**config.mk**
```make
export PLATFORM = sky130hd
export DESIGN_NAME = dual_tmr_ctr
export DESIGN_NICKNAME = d
export VERILOG_FILES = /design/src/rtl/tmr_pkg.sv /design/src/rtl/tmr_edge_det.sv /design/src/rtl/tmr_unit.sv /design/src/rtl/tmr_toggle_out.sv /design/src/rtl/dual_tmr_ctr.sv
export SDC_FILE = /design/constraint.sdc
export NUM_CORES = 1
export LEC_CHECK = 0
export ABC_CLOCK_PERIOD_IN_PS = 2360
export BUFFER_PORTS_ARGS = -buffer_cell sky130_fd_sc_hd__buf_2
export CORE_UTILIZATION = 50
export CTS_BUF_LIST = sky130_fd_sc_hd__clkbuf_4
export DETAILED_ROUTE_END_ITERATION = 8
export PLACE_DENSITY_LB_ADDON = 0.15
export SLEW_MARGIN = 30
export SYNTH_ARGS = -nofsm -noshare
export SYNTH_HDL_FRONTEND = slang
export SYNTH_SLANG_ARGS = --single-unit
export TNS_END_PERCENT = 20
```
**constraint.sdc**
```tcl
create_clock -name clk -period 2.36 [get_ports clk]
set_input_delay 0.354 -clock clk [delete_from_list [all_inputs] [get_ports clk]]
set_output_delay 0.354 -clock clk [all_outputs]
set_load 0.05 [all_outputs]
```
**src/rtl/tmr_pkg.sv**
```systemverilog
`timescale 1ns/1ps
package tmr_pkg;

   localparam int NUM_UNITS = 2;
   localparam int CFG_W     = 6;

   localparam logic [2:0] MODE_PRE13   = 3'd0;
   localparam logic [2:0] MODE_FULL16  = 3'd1;
   localparam logic [2:0] MODE_RELOAD8 = 3'd2;
   localparam logic [2:0] MODE_SPLIT   = 3'd3;
   localparam logic [2:0] MODE_PWM8    = 3'd6;

   typedef struct packed {
      logic       tog_en;
      logic       run;
      logic       cnt_sel;
      logic [2:0] mode;
   } tmr_cfg_t;

   localparam int ADDR_FLAGS = 6;

endpackage

```
**src/rtl/tmr_edge_det.sv**
```systemverilog
`timescale 1ns/1ps
module tmr_edge_det (
   input  logic clk,
   input  logic rst_n,
   input  logic tick,
   input  logic pin,
   output logic fall
);

   logic smp_q;

   always_ff @(posedge clk or negedge rst_n) begin
      if (!rst_n)    smp_q <= 1'b0;
      else if (tick) smp_q <= pin;
   end

   // one-strobe-old sample high, current sample low
   assign fall = tick & smp_q & ~pin;

endmodule

```
**src/rtl/tmr_unit.sv**
```systemverilog
`timescale 1ns/1ps
module tmr_unit
   import tmr_pkg::*;
#(
   parameter int BYTE_W   = 8,
   parameter int PRESC_W  = 5,
   parameter bit SPLIT_EN = 1'b1
) (
   input  logic              clk,
   input  logic              rst_n,
   input  logic              tick,
   input  logic              fall,
   input  tmr_cfg_t          cfg,
   input  logic              run_eff,
   input  logic              hi_run,
   input  logic              wr_lo,
   input  logic              wr_hi,
   input  logic [BYTE_W-1:0] wr_data,
   output logic [BYTE_W-1:0] lo_q,
   output logic [BYTE_W-1:0] hi_q,
   output logic              ovf,
   output logic              hi_ovf,
   output logic              pwm_lvl
);

   localparam logic [BYTE_W-1:0]  BYTE_ONES = '1;
   localparam logic [PRESC_W-1:0] PRE_ONES  = '1;

   logic              step;
   logic              hi_step;
   logic [BYTE_W-1:0] lo_nx;
   logic [BYTE_W-1:0] hi_nx;

   assign step    = run_eff & (cfg.cnt_sel ? fall : tick);
   assign hi_step = SPLIT_EN & tick & hi_run & (cfg.mode == MODE_SPLIT);

   always_comb begin
      lo_nx  = lo_q;
      hi_nx  = hi_q;
      ovf    = 1'b0;
      hi_ovf = 1'b0;
      case (cfg.mode)
         MODE_PRE13: begin
            if (step) begin
               if (lo_q[PRESC_W-1:0] == PRE_ONES) begin
                  lo_nx[PRESC_W-1:0] = '0;
                  hi_nx              = hi_q + 1'b1;
                  ovf                = (hi_q == BYTE_ONES);
               end else begin
                  lo_nx[PRESC_W-1:0] = lo_q[PRESC_W-1:0] + 1'b1;
               end
            end
         end
         MODE_FULL16: begin
            if (step) begin
               {hi_nx, lo_nx} = {hi_q, lo_q} + 1'b1;
               ovf            = (lo_q == BYTE_ONES) && (hi_q == BYTE_ONES);
            end
         end
         MODE_RELOAD8: begin
            if (step) begin
               if (lo_q == BYTE_ONES) begin
                  lo_nx = hi_q;
                  ovf   = 1'b1;
               end else begin
                  lo_nx = lo_q + 1'b1;
               end
            end
         end
         MODE_SPLIT: begin
            if (SPLIT_EN) begin
               if (step) begin
                  lo_nx = lo_q + 1'b1;
                  ovf   = (lo_q == BYTE_ONES);
               end
               if (hi_step) begin
                  hi_nx  = hi_q + 1'b1;
                  hi_ovf = (hi_q == BYTE_ONES);
               end
            end
         end
         MODE_PWM8: begin
            if (step) begin
               lo_nx = lo_q + 1'b1;
               ovf   = (lo_q == BYTE_ONES);
            end
         end
         default: begin
            lo_nx = lo_q;
            hi_nx = hi_q;
         end
      endcase
   end

   always_ff @(posedge clk or negedge rst_n) begin
      if (!rst_n) begin
         lo_q <= '0;
         hi_q <= '0;
      end else begin
         lo_q <= wr_lo ? wr_data : lo_nx;
         hi_q <= wr_hi ? wr_data : hi_nx;
      end
   end

   assign pwm_lvl = (lo_q >= hi_q);

endmodule

```
**src/rtl/tmr_toggle_out.sv**
```systemverilog
`timescale 1ns/1ps
module tmr_toggle_out (
   input  logic clk,
   input  logic rst_n,
   input  logic en,
   input  logic ovf,
   input  logic pwm_sel,
   input  logic pwm_lvl,
   output logic tog_state,
   output logic pin,
   output logic oe
);

   always_ff @(posedge clk or negedge rst_n) begin
      if (!rst_n)   tog_state <= 1'b1;
      else if (!en) tog_state <= 1'b1;
      else if (ovf) tog_state <= ~tog_state;
   end

   assign pin = pwm_sel ? pwm_lvl : tog_state;
   assign oe  = pwm_sel | en;

endmodule

```
**src/rtl/dual_tmr_ctr.sv**
```systemverilog
`timescale 1ns/1ps
module dual_tmr_ctr
   import tmr_pkg::*;
#(
   parameter int BYTE_W  = 8,
   parameter int PRESC_W = 5,
   parameter int ADDR_W  = 3
) (
   input  logic              clk,
   input  logic              rst_n,
   input  logic              mc_tick,
   input  logic [1:0]        ext_in,
   input  logic              wr_en,
   input  logic [ADDR_W-1:0] addr,
   input  logic [BYTE_W-1:0] wr_data,
   output logic [BYTE_W-1:0] rd_data,
   output logic [1:0]        pin_out,
   output logic [1:0]        pin_oe,
   output logic [1:0]        ovf_flag,
   output logic              baud_ovf
);

   localparam int PAD_CFG  = BYTE_W - CFG_W;
   localparam int PAD_FLAG = BYTE_W - NUM_UNITS;

   if (PRESC_W < 1 || PRESC_W >= BYTE_W) begin : g_bad_presc
      $error("PRESC_W must lie between 1 and BYTE_W-1");
   end
   if (BYTE_W < CFG_W) begin : g_bad_byte
      $error("BYTE_W too narrow for the configuration fields");
   end
   if (ADDR_W < 3) begin : g_bad_addr
      $error("ADDR_W must cover seven registers");
   end

   tmr_cfg_t                             cfg_v [NUM_UNITS];
   logic [NUM_UNITS-1:0][BYTE_W-1:0]     cnt_lo;
   logic [NUM_UNITS-1:0][BYTE_W-1:0]     cnt_hi;
   logic [NUM_UNITS-1:0]                 unit_ovf;
   logic [NUM_UNITS-1:0]                 unit_hi_ovf;
   logic [NUM_UNITS-1:0]                 tog_state;
   logic [NUM_UNITS-1:0]                 tog_en_v;
   logic                                 t0_split;
   logic [NUM_UNITS-1:0]                 flag_q;
   logic [NUM_UNITS-1:0]                 flag_set;
   logic [NUM_UNITS-1:0]                 flag_clr;
   logic                                 baud_q;

   assign t0_split = (cfg_v[0].mode == MODE_SPLIT);

   for (genvar u = 0; u < NUM_UNITS; u++) begin : g_unit
      tmr_cfg_t cfg_r;
      logic     fall;
      logic     run_eff;
      logic     hi_run;
      logic     pwm_lvl;
      logic     wr_cfg, wr_lo, wr_hi;

      assign wr_cfg = wr_en && (addr == ADDR_W'(u));
      assign wr_lo  = wr_en && (addr == ADDR_W'(2 + 2 * u));
      assign wr_hi  = wr_en && (addr == ADDR_W'(3 + 2 * u));

      always_ff @(posedge clk or negedge rst_n) begin
         if (!rst_n)      cfg_r <= '0;
         else if (wr_cfg) cfg_r <= tmr_cfg_t'(wr_data[CFG_W-1:0]);
      end
      assign cfg_v[u]    = cfg_r;
      assign tog_en_v[u] = cfg_r.tog_en;

      if (u == 0) begin : g_first
         assign run_eff = cfg_r.run;
         assign hi_run  = cfg_v[1].run;
      end else begin : g_other
         // unit 0 split: this unit runs unless parked in mode 3
         assign run_eff = cfg_r.run | t0_split;
         assign hi_run  = 1'b0;
      end

      tmr_edge_det u_edge (
         .clk  (clk),
         .rst_n(rst_n),
         .tick (mc_tick),
         .pin  (ext_in[u]),
         .fall (fall)
      );

      tmr_unit #(
         .BYTE_W  (BYTE_W),
         .PRESC_W (PRESC_W),
         .SPLIT_EN(u == 0)
      ) u_cnt (
         .clk    (clk),
         .rst_n  (rst_n),
         .tick   (mc_tick),
         .fall   (fall),
         .cfg    (cfg_r),
         .run_eff(run_eff),
         .hi_run (hi_run),
         .wr_lo  (wr_lo),
         .wr_hi  (wr_hi),
         .wr_data(wr_data),
         .lo_q   (cnt_lo[u]),
         .hi_q   (cnt_hi[u]),
         .ovf    (unit_ovf[u]),
         .hi_ovf (unit_hi_ovf[u]),
         .pwm_lvl(pwm_lvl)
      );

      tmr_toggle_out u_tog (
         .clk      (clk),
         .rst_n    (rst_n),
         .en       (cfg_r.tog_en),
         .ovf      (unit_ovf[u]),
         .pwm_sel  (cfg_r.mode == MODE_PWM8),
         .pwm_lvl  (pwm_lvl),
         .tog_state(tog_state[u]),
         .pin      (pin_out[u]),
         .oe       (pin_oe[u])
      );
   end

   // flag 1 is taken over by unit 0's high byte in split mode
   assign flag_set[0] = unit_ovf[0];
   assign flag_set[1] = t0_split ? unit_hi_ovf[0] : (unit_ovf[1] | unit_hi_ovf[1]);
   assign flag_clr    = (wr_en && addr == ADDR_W'(ADDR_FLAGS)) ? wr_data[NUM_UNITS-1:0] : '0;

   always_ff @(posedge clk or negedge rst_n) begin
      if (!rst_n) begin
         flag_q <= '0;
         baud_q <= 1'b0;
      end else begin
         flag_q <= (flag_q & ~flag_clr) | flag_set;
         baud_q <= unit_ovf[1];
      end
   end

   assign ovf_flag = flag_q;
   assign baud_ovf = baud_q;

   always_comb begin
      rd_data = '0;
      for (int u = 0; u < NUM_UNITS; u++) begin
         if (addr == ADDR_W'(u))         rd_data = {{PAD_CFG{1'b0}}, cfg_v[u]};
         if (addr == ADDR_W'(2 + 2 * u)) rd_data = cnt_lo[u];
         if (addr == ADDR_W'(3 + 2 * u)) rd_data = cnt_hi[u];
      end
      if (addr == ADDR_W'(ADDR_FLAGS)) rd_data = {{PAD_FLAG{1'b0}}, flag_q};
   end

endmodule

```
==> flow_summary.html <==
<table>
<tr><th>Metric</th><th>Value</th></tr>
<tr><th colspan="2">Yosys</th></tr>
<tr><td>Total nets after synthesis</td><td>about 520</td></tr>
<tr><td>Post-synth top cells</td><td>nand2_1, dfrtp_1, o21ai_0</td></tr>
<tr><td>Synthesized cell area</td><td>around 4100 sq um</td></tr>
<tr><td>Cells after Synth</td><td>about 480</td></tr>
<tr><td>Top_reg_cell synth</td><td>dfrtp_1</td></tr>
<tr><td>Cell types occupying the most area after synthesis</td><td>dfrtp_1, ha_1, mux2_2</td></tr>
<tr><td>Distinct cells, synth</td><td>63</td></tr>
<tr><td>Syn_area_per_cell</td><td>between 8 and 9 sq um</td></tr>
<tr><td>Number of enable-type register cells in the synthesized netlist</td><td>0</td></tr>
<tr><td>Share of the synthesized area in the top cell type</td><td>about 30%</td></tr>
<tr><td>Count of yosys warnings during synthesis</td><td>0</td></tr>
<tr><td>Proportion of synthesized flip-flops having asynchronous set or reset</td><td>100%</td></tr>
<tr><td>Area leader, netlist</td><td>dfrtp_1</td></tr>
<tr><td>Number of storage elements in the synthesis netlist</td><td>between 50 and 60</td></tr>
<tr><td>Sequential fraction of the synthesis area</td><td>31.0%</td></tr>
<tr><td>Most numerous cell in the Yosys netlist</td><td>nand2_1</td></tr>
<tr><th colspan="2">Worst setup path</th></tr>
<tr><td>CP Cell Sequence</td><td>inv_2 -&gt; ha_1 -&gt; nand2b_4 -&gt; a21o_1 -&gt; a211oi_2 -&gt; o21ai_1 -&gt; o311a_1 -&gt; buf_6</td></tr>
<tr><td>Element type at the critical path start</td><td>flop</td></tr>
<tr><td>Biggest fanout along the worst timing path</td><td>2</td></tr>
<tr><td>Critical setup path kind</td><td>flop to output pin</td></tr>
<tr><td>Arrival time reported for the critical path endpoint</td><td>between 2 and 2.5 ns</td></tr>
<tr><td>CP endpoint kind</td><td>output pin</td></tr>
<tr><td>Slowest cell on crit path</td><td>dfrtp_1</td></tr>
<tr><td>Worst path required time</td><td>~2 ns</td></tr>
<tr><td>Slowest cell delay on critical path</td><td>0.41 ns</td></tr>
<tr><th colspan="2">Clock tree</th></tr>
<tr><td>Clock sinks</td><td>51</td></tr>
<tr><td>Skew-Pair Late Insertion Delay</td><td>0.39 ns</td></tr>
<tr><td>Inserted Clock Buffers</td><td>5</td></tr>
<tr><td>Root cell of the clock tree</td><td>clkbuf_4</td></tr>
<tr><td>Clock tree from TritonCTS</td><td>done</td></tr>
<tr><td>Clock Pin Slew Worst Setup and Hold Paths</td><td>between 0.15 and 0.2 ns</td></tr>
<tr><td>H-tree levels</td><td>2</td></tr>
<tr><td>Number of hold buffers added after cts</td><td>0</td></tr>
<tr><td>Buffer levels on the longest clock path</td><td>2</td></tr>
<tr><th colspan="2">STA</th></tr>
<tr><td>Count of final max-slew check failures</td><td>0</td></tr>
<tr><td>Measured slew at the worst slew-check pin</td><td>approximately 0.87 ns</td></tr>
<tr><td>RSZ-0062 raised after global routing</td><td>yes</td></tr>
<tr><td>Final cycle utilization of the critical path</td><td>102%</td></tr>
<tr><td>Top achievable clock speed</td><td>about 410 MHz</td></tr>
<tr><td>Final hold vios</td><td>0</td></tr>
<tr><td>Post-layout worst setup margin</td><td>-0.0562 ns</td></tr>
<tr><td>Hold WS</td><td>0.0584 ns</td></tr>
<tr><td>Slew headroom</td><td>between 40% and 50%</td></tr>
<tr><td>Worst clock skew on the final layout</td><td>between 0.009 and 0.01 ns</td></tr>
<tr><td>Setup-failing EPs final</td><td>1</td></tr>
<tr><td>Minimum period implied by the final worst setup slack</td><td>roughly 2.4 ns</td></tr>
<tr><th colspan="2">Global routing</th></tr>
<tr><td>Global-route total usage across every layer</td><td>31.5%</td></tr>
<tr><td>Number of global-route vias before repair</td><td>around 4000</td></tr>
<tr><td>Largest net degree at the start of global routing</td><td>52</td></tr>
<tr><td>Residual overflow from global routing</td><td>0</td></tr>
<tr><td>Initial antenna violation count</td><td>0</td></tr>
<tr><td>Global-route wire length before repair</td><td>20900 um</td></tr>
<tr><th colspan="2">Floorplanning</th></tr>
<tr><td>Vert. Die Dim</td><td>around 93 um</td></tr>
<tr><td>Starting density of the core</td><td>roughly 52%</td></tr>
<tr><td>Total I/O pin count</td><td>32</td></tr>
<tr><td>Total core area</td><td>7850 sq um</td></tr>
<tr><td>Floorplan die width</td><td>between 90 and 100 um</td></tr>
<tr><td>Site Rows</td><td>32</td></tr>
<tr><td>Total Die Area</td><td>approximately 8600 sq um</td></tr>
<tr><th colspan="2">Power and ir drop</th></tr>
<tr><td>Cell leakage power</td><td>around 2.1 nW</td></tr>
<tr><td>Overall power consumption</td><td>4.61 mW</td></tr>
<tr><td>Power per cell area</td><td>roughly 950 nW/um^2</td></tr>
<tr><td>Maximum VDD drop</td><td>~0.57 mV</td></tr>
<tr><th colspan="2">Detailed routing</th></tr>
<tr><td>Initial DRC Count</td><td>roughly 290</td></tr>
<tr><td>Iteration count of the initial detailed-routing pass</td><td>5</td></tr>
<tr><td>Total number of vias</td><td>around 4100</td></tr>
<tr><td>Avg WL per Cell</td><td>about 20 um</td></tr>
<tr><td>DRC errors left</td><td>0</td></tr>
<tr><td>Total detailed-routing wirelength</td><td>around 13000 um</td></tr>
<tr><td>Via density per instance</td><td>between 6 and 7</td></tr>
<tr><td>Post-route ant nets</td><td>0</td></tr>
<tr><th colspan="2">Status</th></tr>
<tr><td>Failing checks</td><td>negative setup slack</td></tr>
<tr><td>Outcome</td><td>finished, violations left</td></tr>
<tr><th colspan="2">Placement</th></tr>
<tr><td>Detailed placer's ending HPWL</td><td>9450 um</td></tr>
<tr><td>Final weighted congestion in routability-driven placement</td><td>approximately 1.0</td></tr>
<tr><td>Number of port buffers</td><td>31</td></tr>
<tr><th colspan="2">Finish</th></tr>
<tr><td>Total Nets Final</td><td>between 500 and 600</td></tr>
<tr><td>Area Growth Syn to Fin</td><td>18.0%</td></tr>
<tr><td>ANT cells</td><td>0</td></tr>
<tr><td>Ratio of cells with drive above 1 in the final layout</td><td>between 20% and 30%</td></tr>
<tr><th colspan="2">Flow run</th></tr>
<tr><td>Max-cap check violation count</td><td>0</td></tr>
<tr><th colspan="2">Worst hold path</th></tr>
<tr><td>Tightest Hold Check Type</td><td>input pin to asynchronous set/reset pin</td></tr>
</table>
[cells by family after synthesis]
logic type               after synthesis  synth area share (%)
buffers and inverters                 44                  4.59
AND/OR/NAND/NOR                      187                  23.7
flip-flops                            51                  31.0
multiplexers                          32                  8.69
XOR/XNOR                              15                  3.19
AO/OA/AOI/OAI                        131                  22.1
adder cells (fa/ha/maj)               22                  6.68
[power breakdown]
part           switching, mW  total [mW]  leakage, nW  internal (mW)
clock                  0.310       0.424       0.0272          0.114
combinational           1.47        2.65         1.46           1.18
sequential             0.383        1.53        0.601           1.15
total                   2.16        4.61         2.09           2.45
[sequential cells by signal (all words and copies together), names as in the netlist]
| signal | cells |
|---|---|
| g_unit.u_edge.smp_q | 2 |
| g_unit.u_tog.tog_state | 2 |
| ovf_flag | 2 |
| cfg_v | 10 |
| baud_ovf | 1 |
| g_unit.u_cnt.hi_q | 16 |
| g_unit.run_eff | 1 |
| g_unit.hi_run | 1 |
| g_unit.u_cnt.lo_q | 16 |
[cell type report]
| class | count | area, sq um |
|---|---|---|
| Sequential cell | 51 | 1290 |
| Inverter | 22 | 82.6 |
| Clock inverter | 3 | 20.0 |
| Multi-Input combinational cell | 387 | 2730 |
| Fill cell | 736 | 2990 |
| Timing Repair Buffer | 82 | 572 |
| Tap cell | 102 | 128 |
| Clock buffer | 5 | 37.5 |
[cell usage in the layout, fill, tap and decap left out, drive strengths merged, types with 3 or more instances in the layout]
| cell type | synthesis | routed |
|---|---|---|
| nor2 | 29 | 29 |
| nor2b | 4 | 4 |
| nand4 | 12 | 12 |
| nor3b | 5 | 5 |
| o211ai | 5 | 5 |
| a21oi | 23 | 23 |
| clkbuf | 8 | 5 |
| a2111oi | 6 | 6 |
| a211oi | 5 | 5 |
| a22oi | 5 | 5 |
| o2111ai | 5 | 5 |
| or3 | 4 | 4 |
| buf | 14 | 82 |
| or4 | 4 | 4 |
| a311oi | 3 | 3 |
| mux2 | 20 | 20 |
| a221oi | 3 | 3 |
| nor3 | 15 | 15 |
| and4 | 5 | 5 |
| inv | 22 | 22 |
| a31oi | 6 | 6 |
| ha | 22 | 22 |
| nand2 | 54 | 54 |
| o31ai | 3 | 3 |
| xor2 | 4 | 4 |
| and3 | 7 | 7 |
| nand2b | 17 | 17 |
| o311a | 3 | 3 |
| o22ai | 7 | 7 |
| o21ai | 38 | 38 |
| xnor2 | 11 | 11 |
| nand3 | 21 | 21 |
| mux2i | 11 | 11 |
| a21o | 8 | 8 |
| dfrtp | 49 | 49 |
| nand3b | 3 | 3 |
[through the flow]
step | area, sq um | TNS, ns | setup WS (ns) | cells | util, %
after floorplan | 4120 | 0 | 0.0542 | 482 | -
after global placement | 4600 | 0 | 0.159 | 634 | 58.7
after detailed placement | 4600 | 0 | 0.110 | 634 | 58.7
after CTS | 4770 | -0.0270 | -0.0186 | 648 | 60.8
after global routing | 4860 | -0.483 | -0.155 | 652 | 61.9
final | 4860 | -0.0562 | -0.0562 | 652 | 61.9
[per-layer routing]
layer / part of all wire, % / GRT usage [%]
met2: 44 / 47.3
met3: 7.8 / 7.80
met4: 1.6 / 7.69
met5: 0 / 0
met1: 47 / 45.3
[final timing paths]
path                            slack [ns]                     from                         to  cells after the start
worst max-delay path                 -0.06  g_unit[0].u_cnt.lo_q[0]                 pin_out[0]                      8
worst min-delay path                  0.06                    rst_n    g_unit[1].u_cnt.lo_q[6]                      2
worst max register to register        0.06  g_unit[0].u_cnt.lo_q[0]    g_unit[0].u_cnt.hi_q[7]                     10
worst min register to register        0.52                 cfg_v[5]  g_unit[1].u_tog.tog_state                      1
max in group asynchronous             1.79                    rst_n    g_unit[1].u_cnt.hi_q[1]                      2
min in group clk                      0.20                ext_in[0]     g_unit[0].u_edge.smp_q                      2
[repair_timing]
action | CTS | global route
endpoints found under the hold margin | 0 | 0
buffers inserted | 6 | 4
setup endpoints to repair | 2 | 9
pin swaps | 9 | 10
gates resized for setup | 25 | 14
[worst max-delay path, delay by kind of cell, from the launching register on]
family                     cells  cell delay [ns]
DFF                            1             0.41
buffers and inverters          2             0.21
AOI/OAI and AO/OA              4             0.65
and+or+nand+nor                1             0.13
adders and majority gates      1             0.28
(Power assumes the default switching activity.)
